**config.mk**
```make
export PLATFORM = sky130hd
export DESIGN_NAME = lnk_burst_tx
export DESIGN_NICKNAME = d
export VERILOG_FILES = /design/src/rtl/lnk_tx_pkg.sv /design/src/rtl/lnk_ack_sync.sv /design/src/rtl/lnk_frame_hold.sv /design/src/rtl/lnk_byte_sel.sv /design/src/rtl/lnk_burst_tx.sv
export SDC_FILE = /design/constraint.sdc
export NUM_CORES = 1
export LEC_CHECK = 0
export BUFFER_PORTS_ARGS = -buffer_cell sky130_fd_sc_hd__buf_2
export CORE_UTILIZATION = 35
export CTS_CLUSTER_DIAMETER = 200
export CTS_CLUSTER_SIZE = 25
export DETAILED_ROUTE_END_ITERATION = 12
export GPL_TIMING_DRIVEN = 0
export PLACE_DENSITY = 0.65
export SLEW_MARGIN = 25
export SYNTH_ARGS = -nofsm -noshare
export SYNTH_HDL_FRONTEND = slang
export SYNTH_SLANG_ARGS = --single-unit
```
**constraint.sdc**
```tcl
create_clock -name clk -period 2.4 [get_ports clk]
set_input_delay 0.48 -clock clk [delete_from_list [all_inputs] [get_ports clk]]
set_output_delay 0.48 -clock clk [all_outputs]
set_load 0.03 [all_outputs]
```
**src/rtl/lnk_tx_pkg.sv**
```systemverilog
package lnk_tx_pkg;
    typedef enum logic [1:0] {
        ST_IDLE     = 2'd0,
        ST_ACK_WAIT = 2'd1,
        ST_SHIFT    = 2'd2
    } tx_state_e;
endpackage

```
**src/rtl/lnk_ack_sync.sv**
```systemverilog
module lnk_ack_sync #(
    parameter int STAGES = 2
) (
    input  logic clk,
    input  logic rst_n,
    input  logic ack_async,
    output logic ack_synced
);
    logic [STAGES-1:0] sr;

    always_ff @(posedge clk or negedge rst_n) begin
        if (!rst_n) sr <= '0;
        else        sr <= {sr[STAGES-2:0], ack_async};
    end

    assign ack_synced = sr[STAGES-1];
endmodule

```
**src/rtl/lnk_frame_hold.sv**
```systemverilog
module lnk_frame_hold #(
    parameter int FRAME_W = 160
) (
    input  logic               clk,
    input  logic               rst_n,
    input  logic [FRAME_W-1:0] frame_in,
    input  logic               frame_valid,
    input  logic               take,
    output logic [FRAME_W-1:0] pend_frame,
    output logic               pend_valid,
    output logic               overrun
);
    always_ff @(posedge clk or negedge rst_n) begin
        if (!rst_n) begin
            pend_frame <= '0;
            pend_valid <= 1'b0;
            overrun    <= 1'b0;
        end else if (frame_valid) begin
            pend_frame <= frame_in;
            pend_valid <= 1'b1;
            if (pend_valid && !take) overrun <= 1'b1;
        end else if (take) begin
            pend_valid <= 1'b0;
        end
    end
endmodule

```
**src/rtl/lnk_byte_sel.sv**
```systemverilog
module lnk_byte_sel #(
    parameter int         DATA_BYTES  = 20,
    parameter int         BURST_BYTES = 32,
    parameter logic [7:0] FILL        = 8'h55,
    localparam int        IDX_W       = $clog2(BURST_BYTES)
) (
    input  logic [DATA_BYTES*8-1:0] frame,
    input  logic [IDX_W-1:0]        idx,
    output logic [7:0]              byte_out
);
    logic [7:0] slots [BURST_BYTES];

    for (genvar g = 0; g < BURST_BYTES; g++) begin : g_slot
        if (g < DATA_BYTES) begin : g_data
            assign slots[g] = frame[g*8 +: 8];
        end else begin : g_fill
            assign slots[g] = FILL;
        end
    end

    assign byte_out = slots[idx];
endmodule

```
**src/rtl/lnk_burst_tx.sv**
```systemverilog
module lnk_burst_tx
    import lnk_tx_pkg::*;
#(
    parameter int         NUM_CH          = 10,
    parameter int         SAMPLE_W        = 16,
    parameter int         QUAD_PULSES     = 8,
    parameter int         QUADS           = 2,
    parameter logic [7:0] FILL_BYTE       = 8'h55,
    parameter int         ACK_SYNC_STAGES = 2
) (
    input  logic                        clk,
    input  logic                        rst_n,
    input  logic [NUM_CH*SAMPLE_W-1:0]  frame_data,
    input  logic                        frame_valid,
    input  logic                        link_ack,
    output logic [7:0]                  link_data,
    output logic                        link_clk,
    output logic                        overrun
);
    localparam int FRAME_W     = NUM_CH * SAMPLE_W;
    localparam int DATA_BYTES  = FRAME_W / 8;
    localparam int QUAD_BYTES  = 2 * QUAD_PULSES;
    localparam int BURST_BYTES = QUAD_BYTES * QUADS;
    localparam int IDX_W       = $clog2(BURST_BYTES);
    localparam int BCNT_W      = $clog2(QUAD_BYTES);
    localparam int QCNT_W      = (QUADS > 1) ? $clog2(QUADS) : 1;

    tx_state_e          state, state_nx;
    logic               take;
    logic               ack_ok;
    logic [FRAME_W-1:0] pend_frame;
    logic               pend_valid;
    logic [FRAME_W-1:0] active;
    logic [BCNT_W-1:0]  byte_cnt;
    logic [QCNT_W-1:0]  qw_cnt;
    logic [IDX_W-1:0]   byte_idx;
    logic [7:0]         sel_byte;
    logic               quad_done;
    logic               last_quad;

    lnk_ack_sync #(.STAGES(ACK_SYNC_STAGES)) u_sync (
        .clk        (clk),
        .rst_n      (rst_n),
        .ack_async  (link_ack),
        .ack_synced (ack_ok)
    );

    lnk_frame_hold #(.FRAME_W(FRAME_W)) u_hold (
        .clk         (clk),
        .rst_n       (rst_n),
        .frame_in    (frame_data),
        .frame_valid (frame_valid),
        .take        (take),
        .pend_frame  (pend_frame),
        .pend_valid  (pend_valid),
        .overrun     (overrun)
    );

    lnk_byte_sel #(
        .DATA_BYTES  (DATA_BYTES),
        .BURST_BYTES (BURST_BYTES),
        .FILL        (FILL_BYTE)
    ) u_sel (
        .frame    (active),
        .idx      (byte_idx),
        .byte_out (sel_byte)
    );

    assign quad_done = (byte_cnt == BCNT_W'(QUAD_BYTES - 1));
    assign last_quad = (qw_cnt == QCNT_W'(QUADS - 1));
    assign byte_idx  = IDX_W'(qw_cnt) * IDX_W'(QUAD_BYTES) + IDX_W'(byte_cnt);

    // State register
    always_ff @(posedge clk or negedge rst_n) begin
        if (!rst_n) state <= ST_IDLE;
        else        state <= state_nx;
    end

    // Transitions: take, start, next-quad, finish
    always_comb begin
        state_nx = state;
        take     = 1'b0;
        unique case (state)
            ST_IDLE: begin
                if (pend_valid) begin
                    take     = 1'b1;
                    state_nx = ST_ACK_WAIT;
                end
            end
            ST_ACK_WAIT: begin
                if (ack_ok) state_nx = ST_SHIFT;
            end
            ST_SHIFT: begin
                if (quad_done) state_nx = last_quad ? ST_IDLE : ST_ACK_WAIT;
            end
            default: state_nx = ST_IDLE;
        endcase
    end

    // Burst snapshot and position counters
    always_ff @(posedge clk or negedge rst_n) begin
        if (!rst_n) begin
            active   <= '0;
            byte_cnt <= '0;
            qw_cnt   <= '0;
        end else if (take) begin
            active   <= pend_frame;
            byte_cnt <= '0;
            qw_cnt   <= '0;
        end else if (state == ST_SHIFT) begin
            if (quad_done) begin
                byte_cnt <= '0;
                qw_cnt   <= qw_cnt + QCNT_W'(1);
            end else begin
                byte_cnt <= byte_cnt + BCNT_W'(1);
            end
        end
    end

    // Outputs
    always_comb begin
        link_data = (state == ST_SHIFT) ? sel_byte : 8'h00;
    end

    // Link clock edge lands mid-cycle, half a system clock after the data
    always_ff @(negedge clk or negedge rst_n) begin
        if (!rst_n)                 link_clk <= 1'b0;
        else if (state == ST_SHIFT) link_clk <= ~link_clk;
    end
endmodule

```
=== Word-level counts from Yosys, hierarchy flattened ===
Cells that the tools add are included.
Widths: inputs -> output; s select.

* Bits in registers: 332
* Output and inout port bits: 10

* Add/subtract/negate cells: 3
* Magnitude comparators: 1
* Eq/ne operators: 6
* Muxes and demuxes: 19
* Bitwise logic cells: 2
* Reductions and logical operators: 9

{| class="wikitable"
|+ Operator list
! cell !! count
|-
| $bmux 8 s5 || 1
|-
| $mux 8 || 3
|-
| $mux 4 || 3
|-
| $mux 1 || 8
|-
| $ge 6x6->1 const B || 1
|-
| $mux 2 || 3
|-
| $not 5->6 || 1
|-
| $pmux 2 s3 || 1
|-
| $reduce_bool 2->1 || 3
|-
| $add 5x4->5 || 1
|-
| $add 4x1->4 const B || 1
|-
| $eq 4x4->1 const B || 1
|-
| $ne 2x1->1 const B || 2
|-
| $reduce_and 2->1 || 2
|-
| $reduce_and 3->1 || 1
|-
| $eq 2x1->1 const B || 1
|-
| $eq 2x2->1 const B || 1
|-
| $logic_not 2->1 || 1
|-
| $ne 2x2->1 const B || 1
|-
| $add 1x1->1 const B || 1
|-
| $logic_and 1x1->1 || 1
|-
| $logic_not 1->1 || 1
|-
| $not 1->1 || 1
|}

=== Logic depth before layout (Yosys ltp) ===
Gate-level depths: netlist of the first run.

* Word-level depth: 6
* Mapped depth: 8

=== By module ===
A second synthesis of the first run with hierarchy kept.

* Cells, all modules: 850
* Area total of the unflattened synthesis: 14,467.6 sq um

{| class="wikitable"
|+ Modules (own cells, without submodules)
! module !! instances !! cells each !! area an instance (sq um)
|-
| lnk_burst_tx || 1 || 381 || 6,673.9
|-
| lnk_frame_hold || 1 || 343 || 6,321.1
|-
| lnk_byte_sel || 1 || 124 || 1,422.6
|-
| lnk_ack_sync || 1 || 2 || 50.0
|}

==> run summary, run 1 <==
Delay-heaviest family, CP -> buffers and inverters
Maxcap violations -> 0
RSZ-0062 raised after global routing -> true
Final Skew -> 0.0161 ns
Maximum VDD drop -> 463 uV
Final nets -> 1,231
Clk buf depth -> 3
Pin count of the biggest net entering global routing -> 93
Post-Syn Area -> 13,600 um2
Pwr dens -> 1120 nW/um2
Worst setup EP type -> output port
Hpwl dp -> 23.8 mm
CP max FO -> 5
Hold WS -> -0.0396 ns
Synth Register Bits -> 332
H-tree Lvls -> 1
Final setup viols -> 9
Boundary Pins -> 174
Reg2reg setup slack -> 0.05 ns
Synth Instances -> 859
Syn-to-layout area delta -> 19.4%
Max-slew violation count -> 0
Highest Clock Rate -> 315 MHz
Clock-pin slew on the worst setup and hold paths -> 0.10 ns
Congestion Overflow GR -> 0
Die width -> 199 um
Commonest non-fill, non-tap cells in the layout -> dfrtp_1, mux2_2, buf_2
Path depth of the worst reg2reg path -> 2
Die area -> 39,800 um2
Register area share after synthesis -> 60.9%
Most common flop cell mapped by yosys -> dfrtp_1
Number of global-route vias before repair -> 8,150
Clock latency on the worst-skew pair -> 0.52 ns
# DRC -> 0
Crit-path max cell delay -> 0.44 ns
Leakage dissipation -> 6.87 nW
Port-buffer cells -> 172
Synth Warn # -> 0
Rel. slew slack -> 46.9%
Status -> finished with violations
Critical path's slowest cell -> dfrtp_1
Number of flops mapped to enable cells by yosys -> 0
Setup_tns -> -5.60 ns
Setup WS pre-CTS -> -0.671 ns
DP Area -> 15,300 um2
Fin cells -> 1,582
Worst R2R End -> link_clk
Starting Density -> 35.9%
Power after layout -> 18.2 mW
Critical path class -> reg2out
Placer Congestion -> 0.867
Cts bufs inserted -> 17
DR WL/cell -> 20.6 um
Synthesized Nets -> 1,024
Post-Syn Area per Cell -> 15.9 um2
DP Cell Count -> 1,545
Share of layout cells above drive strength 1 -> 57.1%
CTS root buffer -> clkbuf_16
DIE HEIGHT -> 199 um
Final Cell Area -> 16,300 um2
Worst-margin pin slew -> 0.796 ns
1st-iter DRT viols -> 402
Tcrit/Tclk final -> 132%
RR Startpoint -> state[0]
CP most frequent cell -> buf_6
Clk sink count -> 332
Vias -> 7,767
Critical Path Source Type -> flip-flop
Drt pass-1 iters -> 4
Clock period minus worst slack -> 3.17 ns
First-pass GRT wire length -> 49.8 mm
Worst path cell trace -> buf_6, bufbuf_16, mux2i_2, a22o_1, or4_4, a311oi_4, buf_6
Hold Path Class -> in2async
Antenna diodes -> 0
Failing checks -> negative hold slack, negative setup slack
Commonest non-fill, non-tap cell in the layout -> dfrtp_1
Count of different cell masters after synthesis -> 36
FFs w/ async S/R, synth -> 100%
ANT nets after route -> 0
Final Hold Fails -> 80
Worst EP required -> 1.92 ns
CP Buf/Inv Count -> 3
Fill cell count -> 3,557
Core Area -> 38,000 um2
Core Rows -> 71
Post-Route WL -> 32.7 mm
Post-layout worst setup margin -> -0.771 ns
Critical Path AT -> 2.69 ns
CTS tree -> built
Vias per cell -> 4.91
Total Routing Usage GR -> 16.9%
Initial antenna violation count -> 0
==> worst register-to-register path, delay by kind of cell, from the launching register on <==
kind / cells / cell delay [ns]
XOR/XNOR: 1 / 0.20
flip-flops: 1 / 0.44
AND/OR/NAND/NOR: 1 / 0.36
==> cells in the mapped netlist, drive strengths merged (4+ instances only) <==
master / instances / area share [%]
nor3: 4 / 0.15
mux2: 321 / 26
nor2b: 4 / 0.18
a21oi: 6 / 0.22
buf: 24 / 1.1
nor2: 12 / 0.33
clkbuf: 28 / 0.77
mux2i: 26 / 1.9
or4: 4 / 0.22
nand2: 13 / 0.36
a311oi: 4 / 0.26
a22o: 8 / 0.51
mux4: 27 / 4.5
dfrtp: 331 / 61
o22ai: 5 / 0.23
o21ai: 13 / 0.48
==> flip-flops by register name, indices dropped and copies added, names as in the netlist <==
name               cells
u_hold.overrun         1
byte_cnt               4
last_quad              1
state                  2
active               160
u_hold.pend_valid      1
u_hold.pend_frame    160
u_sync.sr              2
link_clk               1
==> power breakdown <==
part | total [mW] | switching (mW) | internal (mW)
registers | 8.32 | 0.996 | 7.33
clock network | 3.15 | 1.81 | 1.34
logic | 6.73 | 2.91 | 3.82
total | 18.2 | 5.72 | 12.5
==> final cells by class <==
class	instances	area, um2	area share (%)
Clock buffer	22	444	2.73
Multi-Input combinational cell	472	5280	32.4
Inverter	3	11.3	0.0691
Buffer	50	353	2.17
Sequential cell	332	8310	51.0
Clock inverter	2	28.8	0.177
Tap cell	511	639	3.93
Timing Repair Buffer	190	1230	7.54
==> routing by layer <==
| metal | share of wire [%] | up-vias | wire length [um] | track usage [%] |
|---|---|---|---|---|
| met1 | 48 | 4082 | 15700 | 24.7 |
| met3 | 3.7 | 26 | 1210 | 2.13 |
| li1 | - | 3525 | - | - |
| met4 | 1.7 | 0 | 564 | 3.39 |
| met5 | 0 | - | 0 | 0 |
| met2 | 47 | 134 | 15200 | 27.1 |
==> kinds of logic after synthesis <==
family | after synthesis | share of synthesized area, %
adder cells (fa/ha/maj) | 1 | 0.0917
AO/OA/AOI/OAI | 48 | 2.36
buffers and inverters | 55 | 1.93
flip-flops | 332 | 60.9
multiplexers | 374 | 32.9
AND/OR/NAND/NOR | 47 | 1.72
XOR/XNOR | 2 | 0.128
==> metrics by stage <==
stage	utilization, %	hold WS, ns
6_report	42.8	-0.0396
3_5_place_dp	40.3	0.336
4_1_cts	42.4	-0.0261
2_1_floorplan	-	0.184
5_1_grt	42.8	0.00750
3_3_place_gp	40.0	0.337
==> worst max path at each step <==
stage,to,startpoint,cells after the start,slack [ns]
3_3_place_gp,link_clk,rst_n,1,-6.37
3_5_place_dp,link_data[0],byte_cnt[1],9,-0.67
4_1_cts,link_data[7],byte_cnt[1],7,-0.77
6_report,link_data[7],byte_cnt[1],7,-0.77
2_1_floorplan,link_clk,state[0],3,-0.01
5_1_grt,link_data[1],byte_cnt[1],7,-0.83
==> what timing repair did <==
item,4_1_cts,5_1_grt
pin swaps,8,4
cloned,2,0
setup buffers,4,8
setup endpoints to repair,43,10
hold endpoints to repair,82,2
resized for setup,65,19
No activity file was read; power rests on OpenSTA's default activity.
==> inputs of run 2 (changes only) <==
==> constraint.sdc (replaced) <==
create_clock -name clk -period 2.4 [get_ports clk]
set_input_delay 0 -clock clk [delete_from_list [all_inputs] [get_ports clk]]
set_output_delay 0 -clock clk [all_outputs]
set_load 0.03 [all_outputs]
==> run summary, run 2 (same netlist as run 1, synthesis figures left out) <==
Port-buffer cells -> 172
Max-slew violation count -> 0
Top Registers -> active (160), u_hold.pend_frame (160), byte_cnt (4)
Die area -> 39,800 um2
CP most frequent cell -> buf_6
Worst-margin pin slew -> 0.648 ns
Pin count of the biggest net entering global routing -> 93
Reg2reg setup slack -> 0.07 ns
Worst path depth -> 7
Highest Clock Rate -> 383 MHz
Maxcap violations -> 0
Final Skew -> 0.0210 ns
Clock period minus worst slack -> 2.61 ns
Final nets -> 1,389
Path depth of the worst reg2reg path -> 3
Clock-pin slew on the worst setup and hold paths -> 0.10 ns
Clk sink count -> 332
Vias -> 8,280
Final Cell Area -> 17,800 um2
RSZ-0062 raised after global routing -> true
Critical path class -> reg2out
Die width -> 199 um
DP Area -> 15,200 um2
# DRC -> 0
Failing checks -> negative setup slack
Clk buf depth -> 3
Final Hold Fails -> 0
Sw Ratio -> 31.1%
DR WL/cell -> 19.6 um
Met1 WL -> 15.9 mm
ANT nets after route -> 0
H-tree Lvls -> 1
P_int -> 12.5 mW
Starting Density -> 35.9%
Post-layout worst setup margin -> -0.211 ns
Power after layout -> 18.2 mW
Hold Path Class -> in2async
Boundary Pins -> 174
Drt pass-1 iters -> 6
Clock power frac -> 17.1%
Share of layout cells above drive strength 1 -> 49.3%
DIE HEIGHT -> 199 um
Fill cell count -> 3,421
Routed wl met3 -> 1.05 mm
Fin cells -> 1,739
Delay-heaviest family, CP -> compound AO/OA/AOI/OAI gates
Placer Congestion -> 0.822
Core Rows -> 71
Antenna diodes -> 0
Top layer in use -> met4
Worst path cell trace -> buf_6, buf_12, mux2i_1, a22o_1, or4_4, a311oi_4, buf_6
Crit-path max cell delay -> 0.51 ns
Critical Path AT -> 2.61 ns
CTS tree -> built
Final setup viols -> 8
Tcrit/Tclk final -> 109%
Cts bufs inserted -> 17
1st-iter DRT viols -> 273
Syn-to-layout area delta -> 30.2%
Critical path's slowest cell -> or4_4
Initial antenna violation count -> 0
Worst EP required -> 2.40 ns
Total Routing Usage GR -> 17.6%
Rel. slew slack -> 56.8%
CP max FO -> 10
First-pass GRT wire length -> 52.6 mm
Commonest non-fill, non-tap cells in the layout -> dfrtp_1, mux2_2, buf_2
WL met2 -> 16.3 mm
Logic pwr share -> 37.2%
Number of global-route vias before repair -> 8,908
Critical Path Source Type -> flip-flop
Congestion Overflow GR -> 0
Status -> finished with violations
Commonest non-fill, non-tap cell in the layout -> dfrtp_1
DP Cell Count -> 1,545
Pwr dens -> 1020 nW/um2
Clock latency on the worst-skew pair -> 0.52 ns
Part of the power in registers -> 45.6%
Vias per cell -> 4.76
CTS root buffer -> clkbuf_16
Worst setup EP type -> output port
CP Buf/Inv Count -> 3
Post-Route WL -> 34.1 mm
Core Area -> 38,000 um2
Hpwl dp -> 23.5 mm
Switching power -> 5.66 mW
Leakage dissipation -> 7.47 nW
Maximum VDD drop -> 489 uV
[run 2: changes by cell type in the layout (fill, tap and decap cells not counted), moves of 2 or more]
cell | previous run | this run
buf_12 | 11 | 7
buf_2 | 176 | 178
buf_4 | 8 | 13
buf_6 | 9 | 6
bufbuf_16 | 2 | 0
clkbuf_2 | 3 | 1
dlygate4sd3_1 | 1 | 162
nor2_1 | 12 | 10
nor2_2 | 0 | 2
[run 2: metal layers]
| metal | GRT usage (%) | up-vias |
|---|---|---|
| met5 | 0 | - |
| met4 | 4.58 | 0 |
| met3 | 2.33 | 39 |
| met2 | 28.7 | 142 |
| met1 | 24.7 | 4240 |
| li1 | - | 3859 |
[run 2: path summary, 6_finish.rpt]
check,from,to
min in group clk,link_ack,u_sync.sr[0]
worst min-delay path,rst_n,u_hold.pend_frame[120]
worst max register to register,state[0],link_clk
worst min register to register,u_sync.sr[0],u_sync.sr[1]
worst max-delay path,byte_cnt[1],link_data[1]
max in group asynchronous,rst_n,link_clk
[run 2: metrics by stage]
step	worst slack, ns	TNS, ns	hold slack (ns)	utilization [%]
after floorplan	0.117	0	-0.296	-
final	-0.211	-1.25	0.0171	46.7
after global routing	-0.279	-1.84	0.0609	46.7
after global placement	-5.92	-1651.04	0.149	39.8
after CTS	-0.240	-1.37	0.0365	46.4
after detailed placement	-0.260	-6.78	0.0173	40.1
[run 2: timing repair]
action | 4_1_cts | 5_1_grt
endpoints found under the hold margin | 280 | 0
setup endpoints to repair | 77 | 9
hold buffers | 162 | 0
cloned | 0 | 1
pin swaps | 8 | 5
setup buffers | 2 | 7
gates resized for setup | 69 | 15
[run 2: area by class of cell]
cell class              instances  area, um2  area share [%]
well taps                     511        639            3.60
inverters                       3       11.3          0.0634
clock inverters                 1       20.0           0.113
multi-input cells             472       5270            29.7
plain buffers                  51        357            2.01
flip-flops and latches        332       8310            46.8
repair buffers                347       2710            15.3
clock buffers                  22        444            2.50
[run 2: power by group through the flow]
stage	Combinational, mW	Clock (mW)	Sequential (mW)
3_5_place_dp	6.03	0	8.39
3_3_place_gp	5.89	0	8.34
6_report	6.77	3.12	8.30
5_1_grt	7.29	3.43	8.53
4_1_cts	6.68	3.26	8.29
2_1_floorplan	4.44	0	8.00
